[src/rtl/amsel_pkg.sv]
package amsel_pkg;

  typedef enum logic [1:0] {
    MODE_STATIC  = 2'd0,
    MODE_FLOWLET = 2'd1,
    MODE_SPRAY   = 2'd2,
    MODE_ALT     = 2'd3
  } selMode_t;

  // Strobes from the decision logic to the datapath for the packet in stage 2.
  typedef struct packed {
    logic commit;
    logic errSet;
    logic tableWrite;
  } ctrlStrobes_t;

  localparam int TUPLE_W = 104;
  localparam logic [15:0] CRC_POLY = 16'h1021;
  localparam logic [15:0] CRC_SEED = 16'hFFFF;

  // Bit-serial CRC-16, most significant tuple bit first.
  function automatic logic [15:0] tupleCrc(input logic [TUPLE_W-1:0] data);
    logic [15:0] c;
    logic fb;
    c = CRC_SEED;
    for (int i = TUPLE_W - 1; i >= 0; i--) begin
      fb = c[15] ^ data[i];
      c  = {c[14:0], 1'b0};
      if (fb) c = c ^ CRC_POLY;
    end
    return c;
  endfunction

endpackage

[src/rtl/amsel_link_meter.sv]
module amsel_link_meter #(
  parameter int BYTE_W = 16,
  parameter int LEN_W  = 14
) (
  input  logic              clk,
  input  logic              rstN,
  input  logic              addEn,
  input  logic [LEN_W-1:0]  addLen,
  input  logic              winEnd,
  output logic [BYTE_W-1:0] curBytes,
  output logic [BYTE_W-1:0] prevBytes
);

  localparam int PAD_W = BYTE_W + 1 - LEN_W;

  logic [BYTE_W:0]   sumWide;
  logic [BYTE_W-1:0] sumSat;

  always_comb begin
    sumWide = {1'b0, curBytes} + (addEn ? {{PAD_W{1'b0}}, addLen} : '0);
    sumSat  = sumWide[BYTE_W] ? '1 : sumWide[BYTE_W-1:0];
  end

  always_ff @(posedge clk or negedge rstN) begin
    if (!rstN) begin
      curBytes  <= '0;
      prevBytes <= '0;
    end else if (winEnd) begin
      prevBytes <= sumSat;
      curBytes  <= '0;
    end else begin
      curBytes  <= sumSat;
    end
  end

endmodule

[src/rtl/amsel_datapath.sv]
module amsel_datapath
  import amsel_pkg::*;
#(
  parameter int NUM_LINKS  = 4,
  parameter int IDX_W      = 2,
  parameter int TBL_DEPTH  = 16,
  parameter int TS_W       = 16,
  parameter int LEN_W      = 14,
  parameter int BYTE_W     = 16,
  parameter int WIN_CYCLES = 64
) (
  input  logic                              clk,
  input  logic                              rstN,
  input  logic                              inValid,
  input  logic [TUPLE_W-1:0]                tuple,
  input  logic [LEN_W-1:0]                  pktLen,
  input  ctrlStrobes_t                      strobes,
  input  logic [IDX_W-1:0]                  selLink,
  output logic                              s1Valid,
  output logic [IDX_W-1:0]                  s1Start,
  output logic [TS_W-1:0]                   s1Stamp,
  output logic                              entValid,
  output logic [IDX_W-1:0]                  entLink,
  output logic [TS_W-1:0]                   entStamp,
  output logic [NUM_LINKS-1:0][BYTE_W-1:0]  curBytes,
  output logic [NUM_LINKS-1:0][BYTE_W-1:0]  prevBytes,
  output logic                              outValid,
  output logic [IDX_W-1:0]                  outLink,
  output logic                              noMemberErr
);

  localparam int TBL_W = (TBL_DEPTH > 1) ? $clog2(TBL_DEPTH) : 1;
  localparam int WIN_W = (WIN_CYCLES > 1) ? $clog2(WIN_CYCLES) : 1;
  localparam logic [WIN_W-1:0] WIN_LAST = WIN_W'(WIN_CYCLES - 1);

  // ---------------- stage 1: hash and capture ----------------
  logic [15:0]      crcVal;
  logic [TBL_W-1:0] s1Idx;
  logic [LEN_W-1:0] s1Len;
  logic [TS_W-1:0]  timer;

  assign crcVal = tupleCrc(tuple);

  always_ff @(posedge clk or negedge rstN) begin
    if (!rstN) begin
      s1Valid <= 1'b0;
      s1Idx   <= '0;
      s1Start <= '0;
      s1Len   <= '0;
      s1Stamp <= '0;
      timer   <= '0;
    end else begin
      s1Valid <= inValid;
      s1Idx   <= TBL_W'(crcVal[7:0] % TBL_DEPTH);
      s1Start <= IDX_W'(crcVal[15:8] % NUM_LINKS);
      s1Len   <= pktLen;
      s1Stamp <= timer;
      timer   <= timer + 1'b1;
    end
  end

  // ---------------- measurement window ----------------
  logic [WIN_W-1:0] winCnt;
  logic             winEnd;

  assign winEnd = (winCnt == WIN_LAST);

  always_ff @(posedge clk or negedge rstN) begin
    if (!rstN)       winCnt <= '0;
    else if (winEnd) winCnt <= '0;
    else             winCnt <= winCnt + 1'b1;
  end

  for (genvar g = 0; g < NUM_LINKS; g++) begin : gMeter
    amsel_link_meter #(
      .BYTE_W(BYTE_W),
      .LEN_W (LEN_W)
    ) u_meter (
      .clk      (clk),
      .rstN     (rstN),
      .addEn    (strobes.commit && (selLink == IDX_W'(g))),
      .addLen   (s1Len),
      .winEnd   (winEnd),
      .curBytes (curBytes[g]),
      .prevBytes(prevBytes[g])
    );
  end

  // ---------------- flow table ----------------
  logic [TBL_DEPTH-1:0] tblValid;
  logic [IDX_W-1:0]     tblLink  [TBL_DEPTH];
  logic [TS_W-1:0]      tblStamp [TBL_DEPTH];

  always_ff @(posedge clk or negedge rstN) begin
    if (!rstN)                   tblValid        <= '0;
    else if (strobes.tableWrite) tblValid[s1Idx] <= 1'b1;
  end

  always_ff @(posedge clk) begin
    if (strobes.tableWrite) begin
      tblLink[s1Idx]  <= selLink;
      tblStamp[s1Idx] <= s1Stamp;
    end
  end

  assign entValid = tblValid[s1Idx];
  assign entLink  = tblLink[s1Idx];
  assign entStamp = tblStamp[s1Idx];

  // ---------------- stage 2: result registers ----------------
  always_ff @(posedge clk or negedge rstN) begin
    if (!rstN) begin
      outValid    <= 1'b0;
      outLink     <= '0;
      noMemberErr <= 1'b0;
    end else begin
      outValid <= strobes.commit;
      if (strobes.commit) outLink <= selLink;
      if (strobes.errSet) noMemberErr <= 1'b1;
    end
  end

endmodule

[src/rtl/amsel_control.sv]
module amsel_control
  import amsel_pkg::*;
#(
  parameter int NUM_LINKS = 4,
  parameter int IDX_W     = 2,
  parameter int TS_W      = 16,
  parameter int BYTE_W    = 16
) (
  input  selMode_t                          cfgMode,
  input  logic [NUM_LINKS-1:0]              cfgEnable,
  input  logic [BYTE_W-1:0]                 cfgThreshold,
  input  logic [TS_W-1:0]                   cfgIdleGap,
  input  logic                              s1Valid,
  input  logic [IDX_W-1:0]                  s1Start,
  input  logic [TS_W-1:0]                   s1Stamp,
  input  logic                              entValid,
  input  logic [IDX_W-1:0]                  entLink,
  input  logic [TS_W-1:0]                   entStamp,
  input  logic [NUM_LINKS-1:0][BYTE_W-1:0]  curBytes,
  input  logic [NUM_LINKS-1:0][BYTE_W-1:0]  prevBytes,
  output ctrlStrobes_t                      strobes,
  output logic [IDX_W-1:0]                  selLink
);

  // First enabled member at or after the start index, wrapping.
  function automatic logic [IDX_W-1:0] firstFrom(input logic [IDX_W-1:0] start,
                                                 input logic [NUM_LINKS-1:0] en);
    logic [IDX_W-1:0] pick;
    logic found;
    pick  = start;
    found = 1'b0;
    for (int k = 0; k < NUM_LINKS; k++) begin
      if (!found && en[(int'(start) + k) % NUM_LINKS]) begin
        pick  = IDX_W'((int'(start) + k) % NUM_LINKS);
        found = 1'b1;
      end
    end
    return pick;
  endfunction

  // Enabled member with the smallest count; strict compare keeps the lowest index on ties.
  function automatic logic [IDX_W-1:0] leastOf(input logic [NUM_LINKS-1:0][BYTE_W-1:0] cnt,
                                               input logic [NUM_LINKS-1:0] en);
    logic [IDX_W-1:0]  pick;
    logic [BYTE_W-1:0] best;
    logic found;
    pick  = '0;
    best  = '1;
    found = 1'b0;
    for (int i = 0; i < NUM_LINKS; i++) begin
      if (en[i] && (!found || cnt[i] < best)) begin
        pick  = IDX_W'(i);
        best  = cnt[i];
        found = 1'b1;
      end
    end
    return pick;
  endfunction

  logic             anyEnabled;
  logic [IDX_W-1:0] hashLink;
  logic [IDX_W-1:0] lightPrev;
  logic [IDX_W-1:0] lightCur;
  logic [TS_W-1:0]  gap;
  logic             flowletEdge;
  logic             linkHot;

  always_comb begin
    anyEnabled  = |cfgEnable;
    hashLink    = firstFrom(s1Start, cfgEnable);
    lightPrev   = leastOf(prevBytes, cfgEnable);
    lightCur    = leastOf(curBytes, cfgEnable);
    gap         = s1Stamp - entStamp;
    flowletEdge = gap > cfgIdleGap;
    linkHot     = prevBytes[entLink] > cfgThreshold;

    unique case (cfgMode)
      MODE_FLOWLET: begin
        if (!entValid)                 selLink = hashLink;
        else if (!cfgEnable[entLink])  selLink = lightPrev;
        else if (flowletEdge && linkHot) selLink = lightPrev;
        else                           selLink = entLink;
      end
      MODE_SPRAY: selLink = lightCur;
      default:    selLink = hashLink;
    endcase

    strobes.commit     = s1Valid && anyEnabled;
    strobes.errSet     = s1Valid && !anyEnabled;
    strobes.tableWrite = s1Valid && anyEnabled;
  end

endmodule

[src/rtl/multipath_egress_sel.sv]
module multipath_egress_sel
  import amsel_pkg::*;
#(
  parameter  int NUM_LINKS  = 4,
  parameter  int TBL_DEPTH  = 16,
  parameter  int TS_W       = 16,
  parameter  int LEN_W      = 14,
  parameter  int BYTE_W     = 16,
  parameter  int WIN_CYCLES = 64,
  localparam int IDX_W      = (NUM_LINKS > 1) ? $clog2(NUM_LINKS) : 1
) (
  input  logic                 clk,
  input  logic                 rstN,
  input  logic                 inValid,
  input  logic [31:0]          srcAddr,
  input  logic [31:0]          dstAddr,
  input  logic [15:0]          srcPort,
  input  logic [15:0]          dstPort,
  input  logic [7:0]           protocol,
  input  logic [LEN_W-1:0]     pktLen,
  input  logic [1:0]           cfgMode,
  input  logic [NUM_LINKS-1:0] cfgEnable,
  input  logic [BYTE_W-1:0]    cfgThreshold,
  input  logic [TS_W-1:0]      cfgIdleGap,
  output logic                 outValid,
  output logic [IDX_W-1:0]     outLink,
  output logic                 noMemberErr
);

  logic [TUPLE_W-1:0]                tuple;
  ctrlStrobes_t                      strobes;
  logic [IDX_W-1:0]                  selLink;
  logic                              s1Valid;
  logic [IDX_W-1:0]                  s1Start;
  logic [TS_W-1:0]                   s1Stamp;
  logic                              entValid;
  logic [IDX_W-1:0]                  entLink;
  logic [TS_W-1:0]                   entStamp;
  logic [NUM_LINKS-1:0][BYTE_W-1:0]  curBytes;
  logic [NUM_LINKS-1:0][BYTE_W-1:0]  prevBytes;

  assign tuple = {srcAddr, dstAddr, srcPort, dstPort, protocol};

  amsel_datapath #(
    .NUM_LINKS (NUM_LINKS),
    .IDX_W     (IDX_W),
    .TBL_DEPTH (TBL_DEPTH),
    .TS_W      (TS_W),
    .LEN_W     (LEN_W),
    .BYTE_W    (BYTE_W),
    .WIN_CYCLES(WIN_CYCLES)
  ) u_datapath (
    .clk        (clk),
    .rstN       (rstN),
    .inValid    (inValid),
    .tuple      (tuple),
    .pktLen     (pktLen),
    .strobes    (strobes),
    .selLink    (selLink),
    .s1Valid    (s1Valid),
    .s1Start    (s1Start),
    .s1Stamp    (s1Stamp),
    .entValid   (entValid),
    .entLink    (entLink),
    .entStamp   (entStamp),
    .curBytes   (curBytes),
    .prevBytes  (prevBytes),
    .outValid   (outValid),
    .outLink    (outLink),
    .noMemberErr(noMemberErr)
  );

  amsel_control #(
    .NUM_LINKS(NUM_LINKS),
    .IDX_W    (IDX_W),
    .TS_W     (TS_W),
    .BYTE_W   (BYTE_W)
  ) u_control (
    .cfgMode     (selMode_t'(cfgMode)),
    .cfgEnable   (cfgEnable),
    .cfgThreshold(cfgThreshold),
    .cfgIdleGap  (cfgIdleGap),
    .s1Valid     (s1Valid),
    .s1Start     (s1Start),
    .s1Stamp     (s1Stamp),
    .entValid    (entValid),
    .entLink     (entLink),
    .entStamp    (entStamp),
    .curBytes    (curBytes),
    .prevBytes   (prevBytes),
    .strobes     (strobes),
    .selLink     (selLink)
  );

endmodule

[config.mk]
export PLATFORM = sky130hd
export DESIGN_NAME = multipath_egress_sel
export DESIGN_NICKNAME = d
export VERILOG_FILES = /design/src/rtl/amsel_pkg.sv /design/src/rtl/amsel_link_meter.sv /design/src/rtl/amsel_datapath.sv /design/src/rtl/amsel_control.sv /design/src/rtl/multipath_egress_sel.sv
export SDC_FILE = /design/constraint.sdc
export NUM_CORES = 1
export LEC_CHECK = 0
export BUFFER_PORTS_ARGS = -buffer_cell sky130_fd_sc_hd__buf_2
export CAP_MARGIN = 40
export CORE_ASPECT_RATIO = 0.9
export CORE_UTILIZATION = 30
export CTS_CLUSTER_SIZE = 40
export DETAILED_ROUTE_END_ITERATION = 10
export SETUP_SLACK_MARGIN = 0.3
export SLEW_MARGIN = 25
export SYNTH_ARGS = -nofsm -noshare
export SYNTH_HDL_FRONTEND = slang
export SYNTH_SLANG_ARGS = --single-unit
export TNS_END_PERCENT = 50
[constraint.sdc]
create_clock -name clk -period 15.3 [get_ports clk]
set_input_delay 0.765 -clock clk [delete_from_list [all_inputs] [get_ports clk]]
set_output_delay 0.765 -clock clk [all_outputs]
set_load 0.02 [all_outputs]
# Word-level counts from Yosys, hierarchy flattened
# Memory sizes are Yosys's and may differ from the RTL's.
# Index checks and enable logic that the tools add are counted.
[totals]
register_bits = 207
ramBits = 288
in_bits = 159
out_inout_bits = 4
word_cells = 464
n_memories = 2
[op_classes]
addsub = 10
order_cmp = 15
eq_ne = 6
n_mux = 165
n_bitwise = 210
reduce_logical = 37
[mem_list]
columns = ["memory", "depth", "word_bits", "read_ports", "rd_ports_with_merged_regs", "write_ports", "line", "text"]
rows = [
  ["u_datapath.tblStamp", 16, 16, 1, 0, 1, "amsel_datapath.sv:92", "logic [TS_W-1:0] tblStamp [TBL_DEPTH];"],
  ["u_datapath.tblLink", 16, 2, 1, 0, 1, "amsel_datapath.sv:91", "logic [IDX_W-1:0] tblLink [TBL_DEPTH];"],
]
[op_table]
columns = ["operator", "n"]
rows = [
  ["13-bit two-way mux", 100],
  ["3-bit inverter", 99],
  ["16-bit two-way mux", 15],
  ["1-bit XOR", 100],
  ["16-bit < comparator", 6],
  ["16-bit by 17-bit adder with 17-bit output", 4],
  ["14-bit two-way mux", 4],
  ["16-bit binary-select mux with 2-bit select", 1],
  ["16-bit > comparator", 2],
  ["1-bit two-way mux", 25],
  ["2-bit two-way mux", 10],
  ["1-bit logical AND", 17],
  ["16-bit by 1-bit adder with 16-bit output (second input constant)", 1],
  ["16-bit OR", 1],
  ["16-bit subtractor", 1],
  ["3-bit by 4-bit < comparator with 1-bit output (second input constant)", 3],
  ["6-bit two-way mux", 2],
  ["1-bit binary-select mux with 2-bit select", 5],
  ["1-bit logical NOT", 9],
  ["6-bit by 1-bit adder with 6-bit output (second input constant)", 1],
  ["2-bit equality test (second input constant)", 3],
  ["6-bit equality test (second input constant)", 1],
  ["1-bit logical OR", 6],
  ["2-bit by 3-bit < comparator with 1-bit output (second input constant)", 2],
  ["15 further kinds", 25],
]

# Depth between registers and ports, before layout
[depth]
depth_word = 201
ltp_mapped = 71
mapped_depth_nobuf = 63

# Hierarchy
# Synthesis repeated with hierarchy kept, for this count alone.
[hier_totals]
hier_cells = 2432
hier_area_um2 = 29923.7
[modules_own_cells]
columns = ["mod", "instances", "cells_each", "area_per_inst_um2", "seq_area_each_um2"]
rows = [
  ["amsel_datapath", 1, 841, 16662.2, 10625.2],
  ["amsel_link_meter", 4, 218, 2005.7, 800.8],
  ["amsel_control", 1, 719, 5238.8, 0.0],
]

# Least setup slack after synthesis
# Ideal clock, no wire load.
[synth_timing]
kind = "input -> register"
startpoint = "input cfgEnable[0]"
endpoint = "register u_datapath.gMeter[2].u_meter.prevBytes[15]"
setup_time_ps = 133
arrival_ps = 11669
required_time_ps = 15167
slack_ps = 3498
stages = 66
n_path_buf = 7
path_cell_list = "clkbuf_1 -> inv_1 -> clkbuf_1 -> clkbuf_1 -> nor2_1 -> ha_1 -> o21a_1 -> o21a_1 -> o21a_1 -> o21a_1 -> o21a_1 -> o21a_1 -> o21ai_0 -> a21oi_1 -> o31ai_1 -> a21o_1 -> nand2_1 -> clkbuf_1 -> (+30 left out) -> nor4b_1 -> ha_1 -> a21o_1 -> a21oi_1 -> o21bai_1 -> a21oi_1 -> o21bai_1 -> a21oi_1 -> o21bai_1 -> a21oi_1 -> o21bai_1 -> a21oi_1 -> o21bai_1 -> a21oi_1 -> nor2b_1 -> o21ai_0 -> mux2i_1 -> o21ai_0"
[synth_via]
elab_chain_cells = 22
elab_cells_between_ends = 76
cone_classes = "1 x add/sub; 6 x order compare; 1 x eq/ne; 42 x mux; 26 x reduce/logical"
[synth_lines]
columns = ["element", "line", "text"]
rows = [
  ["start: declaration", "multipath_egress_sel.sv:22", "input logic [NUM_LINKS-1:0] cfgEnable,"],
  ["16-bit two-way mux / 1-bit two-way mux (equally long branches)", "amsel_control.sv:51", "if (en[i] && (!found || cnt[i] < best)) begin"],
  ["16-bit < comparator / 1-bit logical NOT (equally long branches)", "amsel_control.sv:51", ""],
  ["1-bit logical OR", "amsel_control.sv:51", ""],
  ["1-bit logical AND", "amsel_control.sv:51", ""],
  ["16-bit two-way mux / 1-bit two-way mux (equally long branches)", "amsel_control.sv:51", ""],
  ["16-bit < comparator / 1-bit logical NOT (equally long branches)", "amsel_control.sv:51", ""],
  ["1-bit logical OR", "amsel_control.sv:51", ""],
  ["1-bit logical AND", "amsel_control.sv:51", ""],
  ["(+6 left out)", "--", ""],
  ["2-bit two-way mux", "amsel_control.sv:80", "else if (!cfgEnable[entLink]) selLink = lightPrev;"],
  ["2-bit two-way mux", "amsel_control.sv:79", "if (!entValid) selLink = hashLink;"],
  ["2-bit case mux with 2 select lines", "amsel_control.sv:77", "unique case (cfgMode)"],
  ["2-bit equality test", "amsel_datapath.sv:81", ".addEn (strobes.commit && (selLink == IDX_W'(g))),"],
  ["1-bit logical AND (*)", "amsel_datapath.sv:81", ""],
  ["14-bit two-way mux (*)", "amsel_link_meter.sv:20", "sumWide = {1'b0, curBytes} + (addEn ? {{PAD_W{1'b0}}, addLen} : '0);"],
  ["16-bit by 17-bit adder with 17-bit output (*)", "amsel_link_meter.sv:20", ""],
  ["16-bit two-way mux (*)", "amsel_link_meter.sv:21", "sumSat = sumWide[BYTE_W] ? '1 : sumWide[BYTE_W-1:0];"],
  ["end signal: assignment", "amsel_link_meter.sv:29", "prevBytes <= sumSat;"],
  ["end: declaration", "amsel_link_meter.sv:11", "output logic [BYTE_W-1:0] prevBytes"],
]
# Mark *: on every way between the ends. The rest lies on a longest branch, timed or not. The select of a mux whose other input is x is not followed.
# A chain may end at the register's enable or synchronous reset.

# Worst setup path after layout
[layout_timing]
startpoint = "input cfgEnable[0]"
endpoint = "register u_datapath.gMeter[0].u_meter.prevBytes[2]"
[layout_via]
elab_chain_cells = 22
elab_cells_between_ends = 76
cone_classes = "1 x add/sub; 6 x order compare; 42 x mux; 27 x reduce/logical"
[layout_lines]
columns = ["element", "line"]
rows = [
  ["16-bit two-way mux / 1-bit two-way mux (equally long branches)", "amsel_control.sv:51"],
  ["16-bit < comparator / 1-bit logical NOT (equally long branches)", "amsel_control.sv:51"],
  ["1-bit logical OR", "amsel_control.sv:51"],
  ["1-bit logical AND", "amsel_control.sv:51"],
  ["16-bit two-way mux / 1-bit two-way mux (equally long branches)", "amsel_control.sv:51"],
  ["16-bit < comparator / 1-bit logical NOT (equally long branches)", "amsel_control.sv:51"],
  ["1-bit logical OR", "amsel_control.sv:51"],
  ["1-bit logical AND", "amsel_control.sv:51"],
  ["(+6 left out)", "--"],
  ["2-bit two-way mux", "amsel_control.sv:80"],
  ["2-bit two-way mux", "amsel_control.sv:79"],
  ["2-bit case mux with 2 select lines", "amsel_control.sv:77"],
  ["2-bit logical NOT", "amsel_datapath.sv:81"],
  ["1-bit logical AND (*)", "amsel_datapath.sv:81"],
  ["14-bit two-way mux (*)", "amsel_link_meter.sv:20"],
  ["16-bit by 17-bit adder with 17-bit output (*)", "amsel_link_meter.sv:20"],
  ["16-bit two-way mux (*)", "amsel_link_meter.sv:21"],
  ["end signal: assignment", "amsel_link_meter.sv:29"],
  ["end: declaration", "amsel_link_meter.sv:11"],
]
# Marked as above.

==> reports/results.txt <==
Crit path buf inv count = 7
Routed via count = 18316
CP max-delay cell = o31ai_1
Final net count = 2868
Fillers = 9137
Post-CTS Hold Buffers = 0
I/O Buffers = 161
Synth Warn # = 0
DRC = 0
Max-slew violations = 0
Layout cells sized above 1 = 0.190
CTS H-tree lvls = 2
Initial DRT Pass Iterations = 6
Final Wtd Congestion = 0.838
Final Worst Setup Slack = 1470 ps
Met3 usage = 0.0215
Routed WL per cell = 19.3 µm
Synth unique cells = 61
Worst min path class = in -> async
Pin count of the biggest net entering global routing = 93
Die Area = 96100 µm²
Worst path depth = 63
CP delay by family, top = compound AO/OA/AOI/OAI gates
Slew Limit Headroom = 0.442
Register area share after synthesis = 0.486
Global routing's busiest layer = met2
CP max stage delay = 700 ps
Post-synth top cells = edfxtp_1 (288), xnor2_1 (235), nor2_1 (217)
Reg clk slew, reported paths = 60 ps
Worst slew pin tran = 833 ps
Top_reg_cell synth = edfxtp_1
1st-iter DRT viols = 1411
Final setup viols = 0
HPWL after detailed placement = 52600 µm
CTS root buf = clkbuf_16
Worst setup path endpoint = u_datapath.gMeter[0].u_meter.prevBytes[2]
Period utilization = 0.904
RSZ-0062 raised after global routing = false
Total track usage = 0.152
Resize count post-CTS = 0
Worst Setup SP = cfgEnable[0]
DR vias/cell = 4.83
Syn Inst Count = 2329
Syn Area/Cell = 12.2 µm²
Inserted Clock Buffers = 49
Crit path time final = 13830 ps
Crit-path most repeated cell = a21oi_1
Global-route wire length before repair = 112000 µm
Synth Cell Area = 28400 µm²
Critical Path RT = 15770 ps
Hold slack = 156 ps
Antenna violations before repair = 2
Final hold violations = 0
Fmax = 72.3 MHz
Max-cap violations = 0
Met2 usage = 0.240
CP Class = in -> reg
CTS max path bufs = 3
Die Span X = 327 µm
Core Area = 93400 µm²
Placed cell count = 3695
FF+latch count, synth = 495
TritonCTS clock tree = done
Non-Filler Instances = 3791
Setup Skew = 21.6 ps
Reg-to-Reg End = u_datapath.gMeter[0].u_meter.prevBytes[2]
Synth async-reset ratio = 0.418
Worst skew pair latency = 610 ps
Reg-to-reg slack, setup = 1730 ps
M1 GR Usage = 0.220
Number of clock sinks = 495
Worst-path fanout max = 17
Site row count = 106
Initial Util = 0.305
Worst EP arrival = 14290 ps
N_diodes = 0
Vias in the first global route = 18247
Crit. End Element = flip-flop
Biggest area consumer among synthesized cells = edfxtp_1
I/O pin total = 163
R2R depth = 61
CP Launch Type = input pin
Mapped Nets = 2688
Status = finished, final reports clean
Overflow after GRT = 0
Post-synth EDFFs = 288
Cell with the most instances after synthesis = edfxtp_1
Postcts setup bufs = 0
Setup tns final = 0 ps
Final ANT Viol Nets = 0
Largest cells by area after synthesis = edfxtp_1 (30%), dfrtp_1 (18%), mux4_2 (8.9%)
DIE HEIGHT = 294 µm
R2r startpoint = u_datapath.gMeter[0].u_meter.curBytes[1]
Setup Slack @ Placement = 1190 ps
Share of the synthesized area in the top cell type = 0.304
Area grow syn2layout = 16.0%
WL final = 73100 µm
[layout make-up]
type | instances | area [µm²] | share of cell area
Clock buffer | 66 | 1360 | 0.0413
Tap cell | 1242 | 1550 | 0.0471
Clock inverter | 25 | 259 | 0.00785
Sequential cell | 495 | 13800 | 0.419
Multi-Input combinational cell | 1613 | 13900 | 0.422
Timing Repair Buffer | 218 | 1570 | 0.0476
Inverter | 132 | 495 | 0.0150
[worst min path at each step]
stage | from | slack (ps) | end | depth (start not counted)
after CTS | rstN | 180 | u_datapath.s1Stamp[8] | 1
after detailed placement | u_datapath.timer[15] | 390 | u_datapath.s1Stamp[15] | 0
after global routing | rstN | 210 | u_datapath.s1Stamp[9] | 1
after floorplan | u_datapath.timer[15] | 370 | u_datapath.s1Stamp[15] | 0
after global placement | u_datapath.timer[15] | 380 | u_datapath.s1Stamp[15] | 0
final | rstN | 160 | u_datapath.s1Stamp[9] | 1
[per-layer routing]
layer | wire length [µm] | vias up | share of wire
met5 | 12 | - | 0.00016
met4 | 1340 | 2 | 0.018
met3 | 4000 | 80 | 0.055
met2 | 32600 | 513 | 0.45
met1 | 35100 | 8957 | 0.48
li1 | - | 8764 | -
[registers in the layout, indices dropped and copies added (netlist names), 14 cells and up]
signal and flops:
u_datapath.timer 16, u_datapath.gMeter.u_meter.prevBytes 64, u_datapath.tblStamp 256, u_datapath.s1Stamp 16, u_datapath.tblValid 16, u_datapath.tblLink 32
u_datapath.s1Len 14, u_datapath.gMeter.u_meter.curBytes 64
[through the flow]
| stage | cell area [µm²] | utilization |
|---|---|---|
| 2_1_floorplan | 28400 | - |
| 3_3_place_gp | 30900 | 0.331 |
| 3_5_place_dp | 31300 | 0.335 |
| 4_1_cts | 32900 | 0.352 |
| 5_1_grt | 33000 | 0.353 |
| 6_report | 33000 | 0.353 |
[cells by family after synthesis]
kind of cell    synth area share
simple gates              0.0908
flops                      0.486
xor+xnor                   0.127
compound gates            0.0860
mux                       0.0913
buf+inv                   0.0292
fa+ha+maj                 0.0893
[placed cells by master, fill, tap and decap left out, drive strengths merged, types with 26 or more instances in the layout]
cell type  instances
dfrtp            207
nand2            144
edfxtp           288
ha               195
nor2             217
o21ai            153
buf              217
a21o              28
mux4             112
xnor2            257
nor2b             26
o21a              31
clkbuf            67
o21bai            42
a21oi             91
xor2              63
inv              135
Power is left out: the tool's default activity adds up to more than one toggle a clock period on the data nets, which glitch-free logic cannot reach.
